### src/rtl/uart_irq_pkg.sv
package uart_irq_pkg;
  localparam int ID_W = 4;

  localparam logic [ID_W-1:0] ID_NONE  = 4'h1;
  localparam logic [ID_W-1:0] ID_LINE  = 4'h6;
  localparam logic [ID_W-1:0] ID_TMO   = 4'hC;
  localparam logic [ID_W-1:0] ID_RXD   = 4'h4;
  localparam logic [ID_W-1:0] ID_THRE  = 4'h2;
  localparam logic [ID_W-1:0] ID_MODEM = 4'h0;
  localparam logic [ID_W-1:0] ID_FLOW  = 4'h8;

  typedef struct packed {
    logic line;
    logic tmo;
    logic rxd;
    logic thre;
    logic modem;
    logic flow;
  } irq_src_t;
endpackage

### src/rtl/irq_rst_sync.sv
module irq_rst_sync #(
  parameter int STAGES = 2
) (
  input  logic clk,
  input  logic rst_n,
  output logic rst_n_sync
);
  logic [STAGES-1:0] sr_q;
  logic [STAGES-1:0] sr_d;

  always_comb sr_d = {sr_q[STAGES-2:0], 1'b1};

  always_ff @(posedge clk or negedge rst_n) begin
    if (!rst_n) sr_q <= '0;
    else        sr_q <= sr_d;
  end

  assign rst_n_sync = sr_q[STAGES-1];
endmodule

### src/rtl/irq_evt_latch.sv
module irq_evt_latch (
  input  logic clk,
  input  logic rst_n,
  input  logic set_i,
  input  logic clr_i,
  output logic pend_nxt_o
);
  logic pend_q;
  logic pend_d;

  // a new event wins over a clear in the same cycle
  always_comb pend_d = set_i | (pend_q & ~clr_i);

  always_ff @(posedge clk or negedge rst_n) begin
    if (!rst_n) pend_q <= 1'b0;
    else        pend_q <= pend_d;
  end

  assign pend_nxt_o = pend_d;

  p_set_wins_r6: assert property (@(posedge clk) disable iff (!rst_n)
    set_i |=> pend_q);
  p_clear_r6: assert property (@(posedge clk) disable iff (!rst_n)
    (clr_i && !set_i) |=> !pend_q);
  p_hold_r6: assert property (@(posedge clk) disable iff (!rst_n)
    (pend_q && !clr_i) |=> pend_q);
endmodule

### src/rtl/irq_thre_track.sv
module irq_thre_track (
  input  logic clk,
  input  logic rst_n,
  input  logic tx_empty,
  input  logic thr_wr,
  input  logic id_rd,
  input  logic shown_i,
  output logic pend_nxt_o
);
  logic pend_q, pend_d;
  logic empty_q;
  logic rise, clr;

  always_comb begin
    rise   = tx_empty & ~empty_q;
    clr    = thr_wr | (id_rd & shown_i);
    pend_d = rise | (pend_q & ~clr);
  end

  // pending out of reset; edge history starts as "empty"
  always_ff @(posedge clk or negedge rst_n) begin
    if (!rst_n) begin
      pend_q  <= 1'b1;
      empty_q <= 1'b1;
    end else begin
      pend_q  <= pend_d;
      empty_q <= tx_empty;
    end
  end

  assign pend_nxt_o = pend_d;

  p_thre_clear_r5: assert property (@(posedge clk) disable iff (!rst_n)
    (thr_wr && !(tx_empty && !empty_q)) |=> !pend_q);
  p_thre_rise_r9: assert property (@(posedge clk) disable iff (!rst_n)
    (tx_empty && !empty_q) |=> pend_q);
endmodule

### src/rtl/irq_prio_enc.sv
module irq_prio_enc
  import uart_irq_pkg::*;
(
  input  irq_src_t            pend_i,
  output logic [ID_W-1:0]     code_o
);
  always_comb begin
    if      (pend_i.line)  code_o = ID_LINE;
    else if (pend_i.tmo)   code_o = ID_TMO;
    else if (pend_i.rxd)   code_o = ID_RXD;
    else if (pend_i.thre)  code_o = ID_THRE;
    else if (pend_i.modem) code_o = ID_MODEM;
    else if (pend_i.flow)  code_o = ID_FLOW;
    else                   code_o = ID_NONE;
  end
endmodule

### src/rtl/uart_irq_ident.sv
module uart_irq_ident
  import uart_irq_pkg::*;
#(
  parameter int RST_STAGES = 2
) (
  input  logic            clk,
  input  logic            rst_n,
  input  logic [3:0]      ier,
  input  logic            line_evt,
  input  logic            line_clr,
  input  logic            rx_avail,
  input  logic            rx_tmo,
  input  logic            tx_empty,
  input  logic            thr_wr,
  input  logic            id_rd,
  input  logic            modem_evt,
  input  logic            modem_clr,
  input  logic            flow_evt,
  input  logic            flow_clr,
  output logic            irq,
  output logic [ID_W-1:0] int_id
);
  localparam int N_EVT = 3;
  localparam int E_LINE = 0, E_MODEM = 1, E_FLOW = 2;

  logic             rst_n_s;
  logic [N_EVT-1:0] ev_set, ev_clr, ev_nxt;
  logic             thre_nxt;
  irq_src_t         pend;
  logic [ID_W-1:0]  id_d, id_q;
  logic             irq_d, irq_q;

  irq_rst_sync #(.STAGES(RST_STAGES)) u_rst (
    .clk(clk), .rst_n(rst_n), .rst_n_sync(rst_n_s));

  always_comb begin
    ev_set = '0;
    ev_clr = '0;
    ev_set[E_LINE]  = line_evt;   ev_clr[E_LINE]  = line_clr;
    ev_set[E_MODEM] = modem_evt;  ev_clr[E_MODEM] = modem_clr;
    ev_set[E_FLOW]  = flow_evt;   ev_clr[E_FLOW]  = flow_clr;
  end

  for (genvar g = 0; g < N_EVT; g++) begin : g_evt
    irq_evt_latch u_lat (
      .clk(clk), .rst_n(rst_n_s),
      .set_i(ev_set[g]), .clr_i(ev_clr[g]),
      .pend_nxt_o(ev_nxt[g]));
  end

  irq_thre_track u_thre (
    .clk(clk), .rst_n(rst_n_s),
    .tx_empty(tx_empty), .thr_wr(thr_wr), .id_rd(id_rd),
    .shown_i(id_q == ID_THRE),
    .pend_nxt_o(thre_nxt));

  // enable gating
  always_comb begin
    pend.line  = ev_nxt[E_LINE]  & ier[2];
    pend.tmo   = rx_tmo          & ier[0];
    pend.rxd   = rx_avail        & ier[0];
    pend.thre  = thre_nxt        & ier[1];
    pend.modem = ev_nxt[E_MODEM] & ier[3];
    pend.flow  = ev_nxt[E_FLOW]  & ier[3];
  end

  irq_prio_enc u_enc (.pend_i(pend), .code_o(id_d));

  always_comb irq_d = (id_d != ID_NONE);

  always_ff @(posedge clk or negedge rst_n_s) begin
    if (!rst_n_s) begin
      id_q  <= ID_NONE;
      irq_q <= 1'b0;
    end else begin
      id_q  <= id_d;
      irq_q <= irq_d;
    end
  end

  assign int_id = id_q;
  assign irq    = irq_q;

  p_masked_quiet_r2: assert property (@(posedge clk) disable iff (!rst_n_s)
    (ier == 4'h0) |=> !irq);
  p_line_first_r3: assert property (@(posedge clk) disable iff (!rst_n_s)
    (line_evt && ier[2]) |=> (int_id == ID_LINE));
  p_tmo_wins_r4: assert property (@(posedge clk) disable iff (!rst_n_s)
    (rx_tmo && ier[0] && !(ev_nxt[E_LINE] && ier[2])) |=> (int_id == ID_TMO));
  p_none_low_r7: assert property (@(posedge clk) disable iff (!rst_n_s)
    (int_id == ID_NONE) |-> !irq);
endmodule

### config.mk
export PLATFORM = sky130hd
export DESIGN_NAME = uart_irq_ident
export DESIGN_NICKNAME = d
export VERILOG_FILES = /design/src/rtl/uart_irq_pkg.sv /design/src/rtl/irq_rst_sync.sv /design/src/rtl/irq_evt_latch.sv /design/src/rtl/irq_thre_track.sv /design/src/rtl/irq_prio_enc.sv /design/src/rtl/uart_irq_ident.sv
export SDC_FILE = /design/constraint.sdc
export NUM_CORES = 1
export LEC_CHECK = 0
export BUFFER_PORTS_ARGS = -buffer_cell sky130_fd_sc_hd__buf_2
export CAP_MARGIN = 15
export CORE_MARGIN = 8
export CORE_UTILIZATION = 30
export CTS_CLUSTER_DIAMETER = 100
export DETAILED_ROUTE_END_ITERATION = 7
export GPL_TIMING_DRIVEN = 0
export PLACE_DENSITY = 0.65
export SYNTH_ARGS = -nofsm -noshare
export SYNTH_HDL_FRONTEND = slang
export SYNTH_SLANG_ARGS = --single-unit
### constraint.sdc
create_clock -name clk -period 0.8 [get_ports clk]
set_input_delay 0.12 -clock clk [delete_from_list [all_inputs] [get_ports clk]]
set_output_delay 0.12 -clock clk [all_outputs]
set_load 0.02 [all_outputs]
==> impl_metrics.env, run 1 <==
export IMPL_power_density_nw_per_um2=1930
export IMPL_vias_per_cell=4.63
export IMPL_cts_buffers=3
export IMPL_fin_crit_ps=1290
export IMPL_die_h_um=55.9
export IMPL_firstDrtPassIters=2
export IMPL_clock_power_share=0.335
export IMPL_outcome="finished, violations left"
export IMPL_required_ps=980
export IMPL_p_leak_nw=0.363
export IMPL_swShare=0.239
export IMPL_placedCellCount=79
export IMPL_route_vias_total=398
export IMPL_fmax_ghz=0.773
export IMPL_wirelength_um=1120
export IMPL_drc=0
export IMPL_critPathMaxStageDelay_ps=400
export IMPL_ir_drop_uv=1190
export IMPL_clock_latency_ps=270
export IMPL_dieArea_sq_um=3130
export IMPL_violations="negative setup slack"
export IMPL_setup_viol=12
export IMPL_worst_r2r_path_depth=4
export IMPL_slowest_stage="dfrtp_1"
export IMPL_fill_cells=156
export IMPL_grt_max_degree=11
export IMPL_fin_crit_sh=1.62
export IMPL_cts_sinks=12
export IMPL_synthesis_instances=42
export IMPL_die_w_um=55.9
export IMPL_core_region_area_sq_um=1510
export IMPL_grt_pass1_vias=454
export IMPL_maxSlewViolCount=0
export IMPL_ys_seq_area_frac=0.636
export IMPL_setup_ws_ps=-493
export IMPL_multiInputGateArea_sq_um=175
export IMPL_hold_viol_final=0
export IMPL_grt_overflow=0
export IMPL_drtIter0Drc=4
export IMPL_power_switching_mw=0.333
export IMPL_synth_fp_nets=59
export IMPL_place_hpwl_um=911
export IMPL_stdcell_count=86
export IMPL_drive_above_1_share=0.514
export IMPL_syn_area_per_cell_sq_um=11.4
export IMPL_comb_power_share=0.172
export IMPL_power_total_mw=1.40
export IMPL_grt_pass1_wl_um=1790
export IMPL_grt_usage=0.0740
export IMPL_antenna_found_initial=0
export IMPL_crit_arrival_ps=1470
export IMPL_antenna_cells=0
export IMPL_rsz0062_at_grt="true"
export IMPL_pin_count=22
export IMPL_cts_root_buf="clkbuf_4"
export IMPL_synth_warnings=0
export IMPL_layout_common_cells="buf_2 (17), dfrtp_1 (9), inv_1 (7), buf_6 (5), o21ai_0 (4)"
export IMPL_h_tree_depth=1
export IMPL_skew_ps=1.61
export IMPL_p_seq_frac=0.493
export IMPL_endpoint_kind="register"
export IMPL_wl_per_cell_um=13.0
export IMPL_holdPathStages=2
export IMPL_start_kind="register"
export IMPL_hp_class="primary input to register"
export IMPL_path_max_fanout=2
export IMPL_intPower_mw=1.06
export IMPL_crit_type="register to register"
export IMPL_tritoncts="yes"
export IMPL_syn_area_sq_um=478
export IMPL_ant_nets=0
export IMPL_cp_cell_sequence="nor3b_2 -> a311oi_2 -> or2_4 -> a311oi_2"
export IMPL_final_common_cell="buf_2"
export IMPL_clock_path_buffers=2
export IMPL_ys_ff_latch=12
export IMPL_gp_congestion=0.760
export IMPL_initial_utilization=0.317
export IMPL_regArea_sq_um=304
export IMPL_finalInstanceArea_sq_um=723
export IMPL_clk_pin_slew_ps=70
export IMPL_max_cap_violations=0
export IMPL_nets=88
export IMPL_portBuffers=21
export IMPL_synth_cell_type_count=20
export IMPL_rows=14
export IMPL_cp_common_cell="a311oi_2"
export IMPL_postPlaceCellArea_sq_um=607
export IMPL_area_growth_pct=51.3
==> layer usage <==
metal  part of all wire  global-route usage
met2               0.57               0.139
met5                  0                   0
met4                  0              0.0309
met3              0.077              0.0525
met1               0.35              0.0544
==> sequential cells by signal (all words and copies together) (netlist names) <==
register and flops:
int_id 4, g_evt.u_lat.pend_q 3, u_rst.sr_q 2, irq 1, u_thre.empty_q 1, u_thre.pend_q 1
==> per-stage QoR <==
stage / hold WS (ps) / TNS, ps / setup slack, ps / utilization
after floorplan: -176 / -2440 / -508 / -
after global placement: -94.1 / -2670 / -546 / 0.403
after detailed placement: -92.4 / -2830 / -575 / 0.403
after CTS: 52.4 / -3450 / -521 / 0.463
after global routing: 57.4 / -3910 / -579 / 0.480
final: 72.3 / -3270 / -493 / 0.480
==> path summary, 6_finish.rpt <==
path,start,end,slack (ps)
worst min-delay path,ier[1],int_id[3],70
worst max-delay path,int_id[3],int_id[3],-490
max in group asynchronous,u_rst.sr_q[1],u_thre.pend_q,330
worst min register to register,u_rst.sr_q[1],g_evt[0].u_lat.pend_q,160
min in group asynchronous,rst_n,u_rst.sr_q[0],160
worst max register to register,int_id[3],int_id[3],-490
==> cells by family (layout without fill, tap and decap cells) <==
logic type             Yosys count  after routing  synth area share
DFF                             12             12             0.636
AOI/OAI and AO/OA               12             12             0.162
buffers and inverters            7             35            0.0550
and+or+nand+nor                 10             10             0.139
other                            1              1           0.00785
==> synth_stat cells <==
library cell	number	area share
a21o_1	1	0.016
a21oi_1	2	0.021
a311oi_1	1	0.018
a311oi_2	1	0.031
a31oi_1	1	0.013
and2_1	1	0.013
and2b_1	1	0.016
and3_1	1	0.013
conb_1	1	0.0078
dfrtp_1	9	0.47
dfstp_2	3	0.16
inv_1	7	0.055
nand2_1	2	0.016
nand3_1	1	0.010
nor2b_1	1	0.013
nor3b_2	1	0.026
o21ai_0	5	0.052
o21ai_1	1	0.010
or2_1	1	0.013
or2_4	1	0.018
==> critical path, delay by kind of cell, from the launching register on <==
| kind | cells | cell delay [ps] |
|---|---|---|
| flip-flops | 1 | 400 |
| AND/OR/NAND/NOR | 2 | 480 |
| AO/OA/AOI/OAI | 2 | 330 |
==> power by group through the flow <==
stage                     Clock (mW)  Sequential (mW)  Combinational, mW
after global routing           0.526            0.694              0.260
final                          0.468            0.687              0.240
after CTS                      0.492            0.688              0.221
after floorplan                    0            0.717             0.0758
after detailed placement           0            0.696              0.184
after global placement             0            0.692              0.179
==> layout make-up <==
type / instances / share of cell area
clock buffer: 4 / 0.0502
inverter: 7 / 0.0363
multi-input combinational: 23 / 0.242
sequential: 12 / 0.420
tap: 16 / 0.0277
timing repair buffer: 24 / 0.223
==> timing repair <==
action,4_1_cts,5_1_grt
cloned,0,0
hold buffers,2,0
setup buffers,0,1
setup endpoints to repair,12,12
pin swaps,2,6
gates resized for setup,10,4
endpoints found under the hold margin,3,0
(Power assumes the default switching activity.)
==> inputs of run 2 (changes only) <==
--- a/config.mk
+++ b/config.mk
@@ -7,12 +7,14 @@
 export LEC_CHECK = 0
 export BUFFER_PORTS_ARGS = -buffer_cell sky130_fd_sc_hd__buf_2
 export CAP_MARGIN = 15
+export CELL_PAD_IN_SITES_DETAIL_PLACEMENT = 0
+export CELL_PAD_IN_SITES_GLOBAL_PLACEMENT = 2
 export CORE_MARGIN = 8
-export CORE_UTILIZATION = 30
+export CORE_UTILIZATION = 23
 export CTS_CLUSTER_DIAMETER = 100
 export DETAILED_ROUTE_END_ITERATION = 7
 export GPL_TIMING_DRIVEN = 0
-export PLACE_DENSITY = 0.65
+export PLACE_DENSITY = 0.78
 export SYNTH_ARGS = -nofsm -noshare
 export SYNTH_HDL_FRONTEND = slang
 export SYNTH_SLANG_ARGS = --single-unit
==> impl_metrics.env, run 2 (synthesis gave the netlist of run 1 again) <==
export IMPL_fill_cells=215
export IMPL_route_vias_total=417
export IMPL_hp_class="primary input to register"
export IMPL_p_leak_nw=0.369
export IMPL_portBuffers=21
export IMPL_final_common_cell="buf_2"
export IMPL_pin_count=22
export IMPL_cp_cell_sequence="nor3b_2 -> a311oi_2 -> or2_4 -> a311oi_2"
export IMPL_antenna_cells=0
export IMPL_die_w_um=61.6
export IMPL_dieArea_sq_um=3790
export IMPL_cp_num_buf_inv=0
export IMPL_grtUsageMet2=0.126
export IMPL_skew_ps=2.18
export IMPL_firstDrtPassIters=2
export IMPL_power_total_mw=1.31
export IMPL_violations="negative setup slack"
export IMPL_nets=91
export IMPL_endpoint_kind="register"
export IMPL_area_growth_pct=56.0
export IMPL_grt_max_degree=11
export IMPL_multiInputGateArea_sq_um=169
export IMPL_vias_per_cell=4.17
export IMPL_drive_above_1_share=0.534
export IMPL_hold_viol_final=0
export IMPL_drc=0
export IMPL_power_density_nw_per_um2=1760
export IMPL_drtIter0Drc=10
export IMPL_maxSlewViolCount=0
export IMPL_core_region_area_sq_um=1960
export IMPL_grt_usage=0.0743
export IMPL_grt_busiest_layer="met2"
export IMPL_max_cap_violations=0
export IMPL_cts_sinks=12
export IMPL_use_met3=0.0271
export IMPL_antenna_found_initial=0
export IMPL_slowest_stage="dfstp_2"
export IMPL_path_max_fanout=2
export IMPL_start_kind="register"
export IMPL_crit_arrival_ps=1450
export IMPL_clock_latency_ps=260
export IMPL_h_tree_depth=1
export IMPL_setup_viol=12
export IMPL_fin_crit_ps=1300
export IMPL_whs_ps=68.4
export IMPL_setup_ws_ps=-503
export IMPL_rsz0062_at_grt="true"
export IMPL_placedCellCount=90
export IMPL_rows=16
export IMPL_finalInstanceArea_sq_um=746
export IMPL_cp_top_family="flip-flops"
export IMPL_wirelength_um=1160
export IMPL_place_hpwl_um=881
export IMPL_critPathMaxStageDelay_ps=540
export IMPL_largest_register_ffs=4
export IMPL_crit_type="register to register"
export IMPL_postPlaceCellArea_sq_um=621
export IMPL_fin_crit_sh=1.63
export IMPL_dp_slack_ps=-566
export IMPL_gp_congestion=0.701
export IMPL_cts_buffers=3
export IMPL_startpoint="int_id[0]"
export IMPL_grt_overflow=0
export IMPL_wl_per_cell_um=11.6
export IMPL_cp_common_cell="a311oi_2"
export IMPL_r2r_start="int_id[0]"
export IMPL_grt_pass1_vias=466
export IMPL_met1_usage=0.0677
export IMPL_cts_root_buf="clkbuf_4"
export IMPL_tritoncts="yes"
export IMPL_die_h_um=61.6
export IMPL_post_route_util=0.380
export IMPL_clock_path_buffers=2
export IMPL_clk_pin_slew_ps=70
export IMPL_outcome="finished, violations left"
export IMPL_ir_drop_uv=505
export IMPL_worstHoldStart="modem_evt"
export IMPL_regArea_sq_um=304
export IMPL_required_ps=940
export IMPL_grt_pass1_wl_um=1910
export IMPL_tns_ps=-3510
export IMPL_ant_nets=0
export IMPL_layout_common_cells="buf_2 (16), dfrtp_1 (9), inv_1 (6), buf_6 (5)"
export IMPL_fmax_ghz=0.768
export IMPL_stdcell_count=100
export IMPL_initial_utilization=0.244
run 2: what timing repair did:
action / in CTS / in global routing
setup endpoints to repair: 12 / 12
hold endpoints to repair: 3 / 0
gates resized for setup: 15 / 1
hold buffers: 2 / 0
setup buffers: 2 / 3
pin swaps: 1 / 4
run 2: worst paths after layout:
check	to	slack, ps	cells after the start
setup / recovery	int_id[3]	-500	4
hold reg to reg	int_id[3]	160	0
max in group asynchronous	u_thre.empty_q	330	0
setup reg to reg	int_id[3]	-500	4
min in group asynchronous	int_id[3]	160	0
hold / removal	g_evt[1].u_lat.pend_q	70	3
run 2: worst register-to-register path, stage by stage (launching register included):
cell and delay, ps:
dfstp_2 540, nor3b_2 50, a311oi_2 330, or2_4 190, a311oi_2 70
run 2: power by group:
group	internal, mW	switching [mW]	total [mW]
logic	0.139	0.115	0.253
registers	0.658	0.0294	0.688
clock network	0.193	0.177	0.369
total	0.990	0.321	1.31
run 2: final cells by class:
cell class | count | area share
Sequential cell | 12 | 0.408
Timing Repair Buffer | 27 | 0.250
Multi-Input combinational cell | 23 | 0.227
Tap cell | 27 | 0.0453
Clock buffer | 4 | 0.0352
Inverter | 7 | 0.0352
run 2: per-layer routing:
layer | vias to the layer above | wire length (um)
li1 | 200 | -
met1 | 200 | 453
met2 | 15 | 597
met3 | 2 | 90
met4 | 0 | 21
met5 | - | 0
